`src/rtl/rstseq_pkg.sv`:
```
package rstseq_pkg;

    typedef enum logic [2:0] {
        ST_POR  = 3'd0,
        ST_LOCK = 3'd1,
        ST_SEMI = 3'd2,
        ST_RUN  = 3'd3,
        ST_WDR  = 3'd4
    } seq_state_e;

    localparam logic [7:0] STAT_POR = 8'h11;

    // Status byte written when the watchdog fires; bit 4 is carried over.
    function automatic logic [7:0] stat_after_wdr(input logic por_bit);
        return {3'b010, por_bit, 4'b0001};
    endfunction

endpackage

```
`src/rtl/rstseq_sync.sv`:
```
module rstseq_sync #(
    parameter int STAGES = 2
) (
    input  logic clk,
    input  logic arst_n,
    input  logic d,
    output logic q
);
    logic [STAGES-1:0] sh_d, sh_q;

    always_comb begin
        sh_d = {sh_q[STAGES-2:0], d};
    end

    always_ff @(posedge clk or negedge arst_n) begin
        if (!arst_n) sh_q <= '0;
        else         sh_q <= sh_d;
    end

    assign q = sh_q[STAGES-1];
endmodule

```
`src/rtl/rstseq_tick.sv`:
```
module rstseq_tick #(
    parameter int CYC = 12000
) (
    input  logic clk,
    input  logic rst_n,
    input  logic clr,
    output logic tick
);
    localparam int W = (CYC > 1) ? $clog2(CYC) : 1;
    localparam logic [W-1:0] LAST = W'(CYC - 1);

    logic [W-1:0] cnt_d, cnt_q;

    always_comb begin
        tick  = (cnt_q == LAST);
        cnt_d = (clr || tick) ? '0 : cnt_q + 1'b1;
    end

    always_ff @(posedge clk or negedge rst_n) begin
        if (!rst_n) cnt_q <= '0;
        else        cnt_q <= cnt_d;
    end


    tick_wrap_chk: assert property (@(posedge clk) disable iff (!rst_n)
        tick |=> cnt_q == '0);
endmodule

```
`src/rtl/rstseq_wdog.sv`:
```
module rstseq_wdog #(
    parameter int LIMIT = 96000
) (
    input  logic clk,
    input  logic rst_n,
    input  logic run,
    input  logic kick,
    output logic expire
);
    localparam int W = (LIMIT > 1) ? $clog2(LIMIT) : 1;
    localparam logic [W-1:0] LAST = W'(LIMIT - 1);

    logic [W-1:0] cnt_d, cnt_q;

    always_comb begin
        expire = run && !kick && (cnt_q == LAST);
        if (!run || kick || expire) cnt_d = '0;
        else                        cnt_d = cnt_q + 1'b1;
    end

    always_ff @(posedge clk or negedge rst_n) begin
        if (!rst_n) cnt_q <= '0;
        else        cnt_q <= cnt_d;
    end


    kick_clears_chk: assert property (@(posedge clk) disable iff (!rst_n)
        kick |=> cnt_q == '0);


    idle_stopped_chk: assert property (@(posedge clk) disable iff (!rst_n)
        !run |=> cnt_q == '0);
endmodule

```
`src/rtl/rstseq_ctrl.sv`:
```
module rstseq_ctrl
    import rstseq_pkg::*;
#(
    parameter int CYC_PER_MS  = 12000,
    parameter int HOLD_MS     = 1,
    parameter int SEMI_MS     = 95,
    parameter int WDOG_MS     = 8,
    parameter int WDR_MS      = 2,
    parameter int SYNC_STAGES = 2,
    parameter int ADDR_W      = 8,
    parameter logic [ADDR_W-1:0] WDOG_ADDR = 'h26,
    parameter logic [ADDR_W-1:0] IEN_ADDR  = 'h20,
    parameter logic [ADDR_W-1:0] STAT_ADDR = 'hFF
) (
    input  logic              clk,
    input  logic              vcc_ok_i,
    input  logic              osc_ok_i,
    input  logic              usb_bus_rst_i,
    input  logic              wr_en_i,
    input  logic [ADDR_W-1:0] wr_addr_i,
    input  logic [7:0]        wr_data_i,
    output logic              sys_rst_o,
    output logic              cpu_hold_o,
    output logic              bus_rst_pend_o,
    output logic [7:0]        stat_o
);
    localparam int MAX_A = (HOLD_MS > SEMI_MS) ? HOLD_MS : SEMI_MS;
    localparam int MAX_MS = (MAX_A > WDR_MS) ? MAX_A : WDR_MS;
    localparam int MSW = (MAX_MS > 1) ? $clog2(MAX_MS) : 1;
    localparam logic [MSW-1:0] HOLD_LAST = MSW'(HOLD_MS - 1);
    localparam logic [MSW-1:0] SEMI_LAST = MSW'(SEMI_MS - 1);
    localparam logic [MSW-1:0] WDR_LAST  = MSW'(WDR_MS - 1);
    localparam int WDOG_CYC = WDOG_MS * CYC_PER_MS;

    typedef struct packed {
        seq_state_e       st;
        logic [MSW-1:0]   ms;
        logic             pend;
        logic [7:0]       stat;
    } regs_t;

    regs_t r_d, r_q;

    logic vcc_s, bus_s;
    logic tick, tick_clr;
    logic wd_run, wd_kick, wd_expire;
    logic ien_wr, stat_wr, state_chg;

    // Reset synchroniser: asserts at once, releases after SYNC_STAGES edges.
    rstseq_sync #(.STAGES(SYNC_STAGES)) u_vcc_sync (
        .clk    (clk),
        .arst_n (vcc_ok_i),
        .d      (1'b1),
        .q      (vcc_s)
    );

    rstseq_sync #(.STAGES(SYNC_STAGES)) u_bus_sync (
        .clk    (clk),
        .arst_n (vcc_s),
        .d      (usb_bus_rst_i),
        .q      (bus_s)
    );

    rstseq_tick #(.CYC(CYC_PER_MS)) u_tick (
        .clk   (clk),
        .rst_n (vcc_s),
        .clr   (tick_clr),
        .tick  (tick)
    );

    rstseq_wdog #(.LIMIT(WDOG_CYC)) u_wdog (
        .clk    (clk),
        .rst_n  (vcc_s),
        .run    (wd_run),
        .kick   (wd_kick),
        .expire (wd_expire)
    );

    always_comb begin
        wd_run  = (r_q.st == ST_RUN);
        wd_kick = wr_en_i && (wr_addr_i == WDOG_ADDR);
        ien_wr  = wr_en_i && (wr_addr_i == IEN_ADDR);
        stat_wr = wr_en_i && (wr_addr_i == STAT_ADDR);
    end

    always_comb begin
        r_d = r_q;
        unique case (r_q.st)
            ST_POR: begin
                if (osc_ok_i) r_d.st = ST_LOCK;
            end
            ST_LOCK: begin
                if (tick && r_q.ms == HOLD_LAST) r_d.st = ST_SEMI;
            end
            ST_SEMI: begin
                if (bus_s) begin
                    r_d.st   = ST_RUN;
                    r_d.pend = 1'b1;
                end else if (tick && r_q.ms == SEMI_LAST) begin
                    r_d.st = ST_RUN;
                end
            end
            ST_RUN: begin
                if (ien_wr && wr_data_i[0]) r_d.pend = 1'b0;
                if (stat_wr)                r_d.stat = wr_data_i;
                if (wd_expire) begin
                    r_d.st   = ST_WDR;
                    r_d.pend = 1'b0;
                    r_d.stat = stat_after_wdr(r_q.stat[4]);
                end
            end
            ST_WDR: begin
                if (tick && r_q.ms == WDR_LAST) r_d.st = ST_RUN;
            end
            default: r_d.st = ST_POR;
        endcase

        state_chg = (r_d.st != r_q.st);
        if (state_chg)  r_d.ms = '0;
        else if (tick)  r_d.ms = r_q.ms + 1'b1;

        tick_clr = state_chg || (r_q.st == ST_POR) || (r_q.st == ST_RUN);
    end

    always_ff @(posedge clk or negedge vcc_s) begin
        if (!vcc_s) begin
            r_q.st   <= ST_POR;
            r_q.ms   <= '0;
            r_q.pend <= 1'b0;
            r_q.stat <= STAT_POR;
        end else begin
            r_q <= r_d;
        end
    end

    always_comb begin
        sys_rst_o      = (r_q.st == ST_POR) || (r_q.st == ST_WDR);
        cpu_hold_o     = (r_q.st == ST_LOCK) || (r_q.st == ST_SEMI);
        bus_rst_pend_o = r_q.pend;
        stat_o         = r_q.stat;
    end


    osc_wait_chk: assert property (@(posedge clk) disable iff (!vcc_s)
        (r_q.st == ST_POR && !osc_ok_i) |=> r_q.st == ST_POR);


    rst_hold_excl_chk: assert property (@(posedge clk) disable iff (!vcc_s)
        !(sys_rst_o && cpu_hold_o));


    lock_ignores_bus_chk: assert property (@(posedge clk) disable iff (!vcc_s)
        (r_q.st == ST_LOCK) |=> r_q.st != ST_RUN);


    semi_abort_chk: assert property (@(posedge clk) disable iff (!vcc_s)
        (r_q.st == ST_SEMI && bus_s) |=> (r_q.st == ST_RUN && r_q.pend));


    pend_release_chk: assert property (@(posedge clk) disable iff (!vcc_s)
        $fell(r_q.pend) |-> ($past(ien_wr && wr_data_i[0]) || r_q.st == ST_WDR));


    wdog_fire_chk: assert property (@(posedge clk) disable iff (!vcc_s)
        (r_q.st == ST_RUN && wd_expire) |=> (r_q.st == ST_WDR && sys_rst_o));


    wdr_stat_chk: assert property (@(posedge clk) disable iff (!vcc_s)
        (r_q.st == ST_WDR && $past(r_q.st) == ST_RUN)
        |-> stat_o == {3'b010, $past(r_q.stat[4]), 4'b0001});
endmodule

```
`config.mk`:
```
export PLATFORM = sky130hd
export DESIGN_NAME = rstseq_ctrl
export DESIGN_NICKNAME = d
export VERILOG_FILES = /design/src/rtl/rstseq_pkg.sv /design/src/rtl/rstseq_sync.sv /design/src/rtl/rstseq_tick.sv /design/src/rtl/rstseq_wdog.sv /design/src/rtl/rstseq_ctrl.sv
export SDC_FILE = /design/constraint.sdc
export NUM_CORES = 1
export LEC_CHECK = 0
export BUFFER_PORTS_ARGS = -buffer_cell sky130_fd_sc_hd__buf_2
export CAP_MARGIN = 20
export CORE_MARGIN = 10
export CORE_UTILIZATION = 50
export CTS_BUF_LIST = sky130_fd_sc_hd__clkbuf_16
export CTS_CLUSTER_SIZE = 8
export DETAILED_ROUTE_END_ITERATION = 8
export PLACE_DENSITY = 0.7
export SETUP_SLACK_MARGIN = 0.05
export SLEW_MARGIN = 20
export SYNTH_ARGS = -nofsm -noshare
export SYNTH_HDL_FRONTEND = slang
export SYNTH_SLANG_ARGS = --single-unit
```
`constraint.sdc`:
```
create_clock -name clk -period 2.09 [get_ports clk]
set_input_delay 0 -clock clk [delete_from_list [all_inputs] [get_ports clk]]
set_output_delay 0 -clock clk [all_outputs]
set_load 0.02 [all_outputs]
```
==> metrics.txt, run 1 <==
outcome=finished, final reports clean; multi-input logic area=1470 µm²; post-synthesis async set-or-reset flop share=1.00; Hold Crit Class=primary input to asynchronous set/reset pin; max incr delay on CP=380 ps; Post-Syn Area=2950 µm²; Relative slew margins=0.578; critical path cell sequence=buf_4, ha_2, a31o_2, and3_1, nand4b_4, buf_12, nor4b_2; area share of the largest cell type after synthesis=0.441; Crit path arrival time=2220 ps; pwr/cell area=877 nW/µm²; cell count along the critical path=7; final period utilization=0.970; routed len/inst=15.7 µm; delay-heaviest family, CP=simple AND/OR/NAND/NOR gates; Setup crit start kind=flop; Vias=2,294; R2R cell count=7; Final nets=367; core area=5610 µm²; number of global-route vias before repair=2,228; flops & latches, synth=54; distinct cell type count of the synthesized netlist=48; # IOs=32; H-tree levels=2; die height=96.8 µm; Layout area overhead=20.9%; Area after DPL=3200 µm²; Placer Congestion=0.833; Worst setup EP type=flop; Reg area=1360 µm²; most instantiated library cell after synthesis=dfrtp_1; detailed placement HPWL=4080 µm; final hold vios=0; clock latency at the later pin of the worst-skew pair=290 ps; CP Max Fanout=6; Synth area leaders=dfrtp_1 (44%), xor2_1 (5.0%), xnor2_1 (4.5%), nand2_1 (3.4%), nor2_1 (3.4%); Post-route DRC=0; CTS tree=done; slowest CP cell=dfrtp_1; clk sinks=54; clock buffer depth=2; initial DRC count=130; Final min period=2030 ps; initial antenna violation count=0; fin. max-slew vios=0; peak supply drop=618 µV; P_leak=1.58 nW; drt total wl=6500 µm; Die X=96.8 µm; Reg-to-Reg Start=r_q[9]$_DFFE_PN0P_; Clock Skews=8.82 ps; RSZ-0062 raised after global routing=true; Crit path buffers/inverters=2; main flop type after synthesis=dfrtp_1; layout cell share with drive strength beyond 1=0.249; DRT antenna net count=0; Finished Cell Area=3570 µm²; # rows=27; yosys warns=0; first-pass GRT wire length=10,200 µm; number of flops mapped to enable cells by yosys=0; clock root cell=clkbuf_16; fillers=458; syn avg cell area=10.1 µm²; R2R Setup Slk=60 ps; Syn Nets=319; CP required=2280 ps; clock transition at the registers of the reported paths=70 ps; Synth top cells by count=dfrtp_1 (52), nand2_1 (27), nor2_1 (27); drt pass-1 iters=4; total CTS buffers=5; overall routing resource usage=0.125; largest net degree at the start of global routing=53; maxcap violations=0; # diodes=0; CP Class=flop to flop; Reg-to-Reg End=u_tick.cnt_q[10]$_DFF_PN0_; die area=9370 µm²; Initial Utilization=0.526; Via density=5.55; Syn Inst Count=292; Final Hold Slack=19.6 ps; worst-margin pin slew=634 ps; Overflow after GRT=0; CP Capture Point=u_tick.cnt_q[10]$_DFF_PN0_; area leader, netlist=dfrtp_1; Port Buffers=31; Final Setup Violations=0; FMAX=493 MHz; post-synthesis sequential area ratio=0.459; Worst setup startpoint=r_q[9]$_DFFE_PN0P_
stage by stage:
| step | setup TNS [ps] | util | setup slack (ps) | total power, mW | cells |
|---|---|---|---|---|---|
| floorplan | 0 | - | 145 | 2.05 | 292 |
| detailed placement | 0 | 0.571 | 80.9 | 2.27 | 392 |
| finish | 0 | 0.636 | 63.2 | 3.13 | 413 |
| global route | -18.7 | 0.636 | -18.7 | 3.33 | 413 |
| CTS | 0 | 0.616 | 55.6 | 3.12 | 410 |
| global placement | 0 | 0.571 | 129 | 2.24 | 392 |
metal layers:
metal	vias up	global-route usage	share of wire
met5	-	0	0
met4	0	0.0575	0.024
met3	13	0.0312	0.057
met2	76	0.198	0.49
met1	1097	0.157	0.43
li1	1108	-	-
cell families after synthesis:
group,synth area share
compound gates,0.0386
xor+xnor,0.0950
fa+ha+maj,0.0254
buf+inv,0.0602
flops,0.459
mux,0.0344
other cells,0.00127
simple gates,0.286
worst register-to-register path, stage by stage, from the launching register on:
cell	delay, ps
dfrtp_1	380
buf_4	160
ha_2	210
a31o_2	230
and3_1	200
nand4b_4	250
buf_12	200
nor4b_2	300
area by class of cell:
type | count | area share
Clock inverter | 3 | 0.00596
Inverter | 8 | 0.00842
Clock buffer | 5 | 0.0351
Tap cell | 72 | 0.0253
Multi-Input combinational cell | 210 | 0.413
Sequential cell | 54 | 0.380
Timing Repair Buffer | 61 | 0.132
how the worst min path moves through the flow:
stage / start / endpoint / slack, ps
4_1_cts: vcc_ok_i / u_vcc_sync.sh_q[1]$_DFF_PN0_ / 10
5_1_grt: vcc_ok_i / u_vcc_sync.sh_q[0]$_DFF_PN0_ / 20
3_5_place_dp: vcc_ok_i / u_vcc_sync.sh_q[0]$_DFF_PN0_ / -210
2_1_floorplan: vcc_ok_i / u_vcc_sync.sh_q[0]$_DFF_PN0_ / -300
6_report: vcc_ok_i / u_vcc_sync.sh_q[0]$_DFF_PN0_ / 20
3_3_place_gp: vcc_ok_i / u_vcc_sync.sh_q[0]$_DFF_PN0_ / -210
registers in the layout, indices dropped and copies added, names as in the netlist:
| register | flops |
|---|---|
| bus_rst_pend_o | 1 |
| r_q | 10 |
| stat_o | 8 |
| u_bus_sync.sh_q | 2 |
| u_tick.cnt_q | 14 |
| u_vcc_sync.sh_q | 2 |
| u_wdog.cnt_q | 17 |
placed cells by master (no fill, tap or decap), drive strengths merged, types with 8 or more instances in the layout:
cell type and n:
nor3 22, nor2 27, inv 8, buf 49, dfrtp 52, xor2 17
nand3 11, nor4 11, dlygate4sd3 10, mux2i 9, xnor2 15, nand4 14
nand2 27
power breakdown:
group / switching [mW] / leakage [nW] / internal (mW) / total (mW)
Combinational: 0.515 / 0.823 / 0.367 / 0.882
Clock: 0.379 / 0.0714 / 0.445 / 0.823
Sequential: 0.195 / 0.685 / 1.23 / 1.42
timing repair:
item                                    in CTS  in global routing
endpoints found under the setup margin       1                 21
setup buffers                                0                  1
pin swaps                                    0                  1
gates cloned                                 0                  2
gates resized for setup                      1                 11
endpoints found under the hold margin       11                  0
hold buffers                                10                  0
No activity file was read; power rests on OpenSTA's default activity.
==> run 2: changes to the inputs <==
- CORE_UTILIZATION: 50 -> 58
- PLACE_DENSITY: 0.7 -> 0.79
==> run 2 against run 1 <==
Via count rose by 5.3%. Critical path depth rose by 1. Clock skew fell by 4.2 ps. Cell count fell by 0.24%. Power rose by 11%. Non-clock buffer count rose by 4. Utilization rose by 13 points. Die area fell by 11%. Combinational power rose by 25%. Setup slack got worse by 60 ps. Largest power group unchanged. Highest routed layer unchanged.
==> metrics.txt, run 2 (synthesis gave the netlist of run 1 again) <==
outcome=finished, final reports clean (unchanged); final core utilization=0.769 (was 0.636); GR Util met3=0.0337 (was 0.0312); initial antenna violation count=0 (unchanged); Initial Utilization=0.612 (was 0.526); CP Max Fanout=7 (was 6); Port Buffers=31 (unchanged); GR met1 Demand/Resource=0.190 (was 0.157); maxcap violations=0 (unchanged); FMAX=479 MHz (was 493 MHz); routed len/inst=18.3 µm (was 15.7 µm); fin. max-slew vios=0 (unchanged); P_leak=1.65 nW (was 1.58 nW); Via density=5.86 (was 5.55); detailed placement HPWL=4300 µm (was 4080 µm); R2R Setup Slk=3 ps (was 60 ps); # diodes=0 (unchanged); clock buffer depth=2 (unchanged); switching pwr=1.18 mW (was 1.09 mW); placed insts=384 (was 392); Seq pwr share=0.416 (was 0.454); core area=4820 µm² (was 5610 µm²); total CTS buffers=5 (unchanged); first-pass GRT wire length=10,900 µm (was 10,200 µm); DRT antenna net count=0 (unchanged); die height=91.3 µm (was 96.8 µm); clock transition at the registers of the reported paths=70 ps (about the same); most used routing layer=met2 (unchanged); clock root cell=clkbuf_16 (unchanged); Placer Congestion=0.801 (was 0.833); clock latency at the later pin of the worst-skew pair=290 ps (about the same); Crit path buffers/inverters=3 (was 2); delay-heaviest family, CP=simple AND/OR/NAND/NOR gates (unchanged); peak supply drop=756 µV (was 618 µV); Overflow after GRT=0 (unchanged); CP required=2270 ps (was 2280 ps); H-tree levels=2 (unchanged); slowest CP cell=or4b_4 (was dfrtp_1); layout cell share with drive strength beyond 1=0.270 (was 0.249); Die X=91.3 µm (was 96.8 µm); most frequent cells in the layout=dfrtp_1 (51), buf_2 (31), nor2_1 (27), nand2_1 (27), xor2_1 (17) (was dfrtp_1 (50), buf_2 (31), nand2_1 (27)); RSZ-0062 raised after global routing=true (unchanged); Vias=2,415 (was 2,294); overall routing resource usage=0.156 (was 0.125); die area=8340 µm² (was 9370 µm²); Reg area=1360 µm² (about the same); largest reg by FF count=u_wdog.cnt_q (unchanged); Layout area overhead=25.5% (was 20.9%); pwr/cell area=935 nW/µm² (was 877 nW/µm²); multi-input logic area=1530 µm² (was 1470 µm²); initial DRC count=193 (was 130); Setup crit start kind=flop (unchanged); final hold vios=0 (unchanged); final period utilization=0.999 (was 0.970); largest net degree at the start of global routing=31 (was 53); Clock Skews=4.66 ps (was 8.82 ps); Hold Crit Class=primary input to asynchronous set/reset pin (unchanged); Finished Cell Area=3700 µm² (was 3570 µm²); met2 Track Usage GR=0.262 (was 0.198); Relative slew margins=0.502 (was 0.578); drt pass-1 iters=5 (was 4); drt total wl=7540 µm (was 6500 µm); CTS tree=done (unchanged); max incr delay on CP=560 ps (was 380 ps); Crit path arrival time=2270 ps (was 2220 ps); critical path's most frequent cell=buf_6; clock share of power=0.267 (was 0.263); power share of the combinational group=0.317 (was 0.282); CP Class=flop to flop (unchanged); fillers=307 (was 458); commonest non-fill, non-tap cell in the layout=dfrtp_1 (unchanged); Final nets=371 (was 367); fin cells=412 (was 413); Final min period=2090 ps (was 2030 ps); max reg flops=17 (unchanged); cell count along the critical path=8 (was 7); Post-route DRC=0 (unchanged); Final Setup Violations=0 (unchanged); critical path cell sequence=or4b_4, nor4_4, buf_6, a31oi_4, a211oi_4, buf_6, clkbuf_16, nor3_1 (was buf_4, ha_2, a31o_2, and3_1, nand4b_4, buf_12, nor4b_2); clk sinks=54 (unchanged); worst-margin pin slew=744 ps (was 634 ps); R2R cell count=8 (was 7); number of global-route vias before repair=2,377 (was 2,228); Sw Share=0.340 (was 0.348); # IOs=32 (unchanged); Worst setup EP type=flop (unchanged); Int Power=2.29 mW (was 2.04 mW); # rows=25 (was 27); Largest regs=u_wdog.cnt_q: 17 flops, u_tick.cnt_q: 14 flops, r_q: 10 flops (unchanged); Area after DPL=3190 µm² (was 3200 µm²)
[run 2: final timing paths]
path / end / startpoint
max: u_tick.cnt_q[3]$_DFF_PN0_ / u_tick.cnt_q[5]$_DFF_PN0_
min: u_vcc_sync.sh_q[1]$_DFF_PN0_ / vcc_ok_i
max reg2reg: u_tick.cnt_q[3]$_DFF_PN0_ / u_tick.cnt_q[5]$_DFF_PN0_
min reg2reg: u_wdog.cnt_q[2]$_DFF_PN0_ / u_vcc_sync.sh_q[1]$_DFF_PN0_
max in group asynchronous: u_tick.cnt_q[5]$_DFF_PN0_ / u_vcc_sync.sh_q[1]$_DFF_PN0_
min in group clk: stat_o[6]$_DFFE_PN0P_ / wr_addr_i[7]
[run 2: worst register-to-register path: stages (launching register included)]
cell	delay (ps)
dfrtp_1	390
or4b_4	560
nor4_4	150
buf_6	180
a31oi_4	100
a211oi_4	220
buf_6	170
clkbuf_16	160
nor3_1	50
[run 2: per-stage QoR]
stage | setup WS (ps) | total power [mW] | hold slack, ps | setup TNS [ps]
detailed placement | -84.3 | 2.27 | -213 | -1500
finish | 2.84 | 3.46 | 8.62 | 0
floorplan | 145 | 2.05 | -296 | 0
global route | -90.3 | 3.64 | 27.5 | -1120
global placement | 0.891 | 2.23 | -216 | 0
CTS | 29.3 | 3.23 | 9.75 | 0
[run 2: metal layers]
layer | part of all wire | routed length, µm | vias to the layer above
met3 | 0.065 | 487 | 12
met5 | 0 | 0 | -
li1 | - | - | 1120
met1 | 0.42 | 3140 | 1190
met2 | 0.51 | 3820 | 93
met4 | 0.012 | 94 | 0
[run 2: power by group through the flow]
stage	Sequential [mW]	Clock (mW)	Combinational (mW)
6_report	1.44	0.924	1.10
5_1_grt	1.46	0.983	1.20
4_1_cts	1.43	0.934	0.863
3_5_place_dp	1.44	0	0.827
3_3_place_gp	1.43	0	0.798
2_1_floorplan	1.39	0	0.660
[run 2: timing repair]
action,in CTS,in global routing
pin swaps,1,9
setup endpoints to repair,21,24
resized for setup,3,17
hold buffers,10,0
endpoints found under the hold margin,11,0
cloned,0,4
buffers inserted,3,3
[run 2: final cells by class]
class                      count  area share
inverter                       8     0.00811
tap                           67      0.0226
sequential                    54       0.366
clock inverter                 3      0.0112
timing repair buffer          65       0.145
clock buffer                   5      0.0338
multi-input combinational    210       0.413
==> run 3: changes to the inputs <==
- PLACE_DENSITY: 0.79 -> 0.8
- SLEW_MARGIN: 20 -> 10
==> run 3 against run 2 <==
The run now ends with hold timing, setup timing left. Combinational power decreased by 19%. Maximum frequency is 0.51% lower. Clock skew grew 2.9 ps.
==> metrics.txt, run 3 (synthesis gave the netlist of run 1 again) <==
peak supply drop=760 µV (was 756 µV); # diodes=0 (unchanged); Layout area overhead=20.2% (was 25.5%); Largest regs=u_wdog.cnt_q: 17 flops, u_tick.cnt_q: 14 flops, r_q: 10 flops (unchanged); met2 Track Usage GR=0.264 (was 0.262); Hold Crit Class=primary input to flop (was primary input to asynchronous set/reset pin); most used routing layer=met2 (unchanged); WHS Endpoint=stat_o[7]$_DFFE_PN0P_; R2R Setup Slk=-8 ps (was 3 ps); Relative slew margins=0.598 (was 0.502); largest net degree at the start of global routing=43 (was 31); die area=8340 µm² (unchanged); Final Setup Violations=3 (was 0); R2R cell count=7 (was 8); Port Buffers=31 (unchanged); largest reg by FF count=u_wdog.cnt_q (unchanged); Vias=2,333 (was 2,415); Final Hold Slack=-8.25 ps (was 8.62 ps); Via density=5.72 (was 5.86); Hold Path Stages=3; maxcap violations=0 (unchanged); final worst slack=-7.81 ps (was 2.84 ps); initial DRC count=178 (was 193); hold path start=wr_data_i[7]; GR Util met3=0.0362 (was 0.0337); clock root cell=clkbuf_16 (unchanged); pwr/cell area=884 nW/µm² (was 935 nW/µm²); CTS tree=done (unchanged); Die X=91.3 µm (unchanged); clock buffer depth=2 (unchanged); DRT antenna net count=0 (unchanged); initial antenna violation count=0 (unchanged); Crit path arrival time=2260 ps (was 2270 ps); Finished Cell Area=3550 µm² (was 3700 µm²); Setup crit start kind=flop (unchanged); clock transition at the registers of the reported paths=70 ps (about the same); clock latency at the later pin of the worst-skew pair=290 ps (about the same); Final min period=2100 ps (was 2090 ps); P_leak=1.60 nW (was 1.65 nW); CP Max Fanout=21 (was 7); Final nets=367 (was 371); final hold vios=1 (was 0); layout cell share with drive strength beyond 1=0.240 (was 0.270); final period utilization=1.00 (was 0.999); commonest non-fill, non-tap cell in the layout=dfrtp_1 (unchanged); FMAX=477 MHz (was 479 MHz); worst-margin pin slew=594 ps (was 744 ps); number of global-route vias before repair=2,328 (was 2,377); final core utilization=0.736 (was 0.769); Placer Congestion=0.803 (was 0.801); fin cells=408 (was 412); # rows=25 (unchanged); total CTS buffers=5 (unchanged); DP Worst Slack=-13.2 ps (was -84.3 ps); Overflow after GRT=0 (unchanged); Initial Utilization=0.612 (unchanged); Worst setup EP type=flop (unchanged); max reg flops=17 (unchanged); overall routing resource usage=0.157 (was 0.156); CP required=2250 ps (was 2270 ps); CP Class=flop to flop (unchanged); Reg-to-Reg Start=u_tick.cnt_q[8]$_DFF_PN0_ (was u_tick.cnt_q[5]$_DFF_PN0_); GR met1 Demand/Resource=0.198 (was 0.190); detailed placement HPWL=4380 µm (was 4300 µm); # IOs=32 (unchanged); core area=4820 µm² (unchanged); Setup TNS=-8.64 ps (was 0 ps); placed insts=386 (was 384); drt total wl=6600 µm (was 7540 µm); die height=91.3 µm (unchanged); violated checks=hold timing, setup timing; RSZ-0062 raised after global routing=true (unchanged); H-tree levels=2 (unchanged); first-pass GRT wire length=11,100 µm (was 10,900 µm); Clock Skews=7.53 ps (was 4.66 ps); outcome=finished, violations left (was finished, final reports clean); most frequent cells in the layout=dfrtp_1 (51), buf_2 (31), nand2_1 (27) (was dfrtp_1 (51), buf_2 (31), nor2_1 (27), nand2_1 (27), xor2_1 (17)); fin. max-slew vios=0 (unchanged); Area after DPL=3200 µm² (was 3190 µm²); Post-route DRC=0 (unchanged); routed len/inst=16.2 µm (was 18.3 µm); clk sinks=54 (unchanged); drt pass-1 iters=4 (was 5); Reg-to-Reg End=u_tick.cnt_q[4]$_DFF_PN0_ (was u_tick.cnt_q[3]$_DFF_PN0_); Tot Pwr=3.14 mW (was 3.46 mW)
-- run 3: repair_timing --
action,CTS,global route
endpoints found under the hold margin,10,0
resized for setup,2,6
buffers inserted,2,1
pin swaps,1,0
endpoints found under the setup margin,21,22
gates cloned,0,2
hold buffers,9,0
-- run 3: routing by layer --
metal	up-vias	routed length, µm
met3	9	272
met4	0	83
li1	1119	-
met1	1137	2970
met2	68	3280
met5	-	0
-- run 3: how the worst max path moves through the flow --
stage / from / endpoint / slack, ps / depth (start not counted)
2_1_floorplan: u_tick.cnt_q[5]$_DFF_PN0_ / u_tick.cnt_q[2]$_DFF_PN0_ / 150 / 6
3_3_place_gp: u_tick.cnt_q[8]$_DFF_PN0_ / u_tick.cnt_q[4]$_DFF_PN0_ / 40 / 6
3_5_place_dp: u_tick.cnt_q[8]$_DFF_PN0_ / u_tick.cnt_q[2]$_DFF_PN0_ / -10 / 6
4_1_cts: u_tick.cnt_q[8]$_DFF_PN0_ / u_tick.cnt_q[2]$_DFF_PN0_ / 20 / 7
5_1_grt: u_tick.cnt_q[8]$_DFF_PN0_ / u_tick.cnt_q[4]$_DFF_PN0_ / -70 / 7
6_report: u_tick.cnt_q[8]$_DFF_PN0_ / u_tick.cnt_q[4]$_DFF_PN0_ / -8 / 7
-- run 3: power breakdown --
group / total (mW) / leakage, nW / switching (mW) / internal, mW
sequential: 1.43 / 0.686 / 0.201 / 1.23
combinational: 0.895 / 0.841 / 0.524 / 0.371
clock: 0.814 / 0.0679 / 0.370 / 0.444
-- run 3: layout make-up --
class	count	area (µm²)
tap	67	83.8
multi-input combinational	210	1470
clock buffer	5	125
inverter	8	30.0
timing repair buffer	61	462
fill	328	1270
clock inverter	3	20.0
sequential	54	1360
-- run 3: critical path: stages, from the launching register on --
cell and delay, ps:
dfrtp_1 390, or4b_4 560, nor4_4 210, buf_4 190, a31oi_2 130, a211oi_4 210, buf_12 200, nor4_1 70
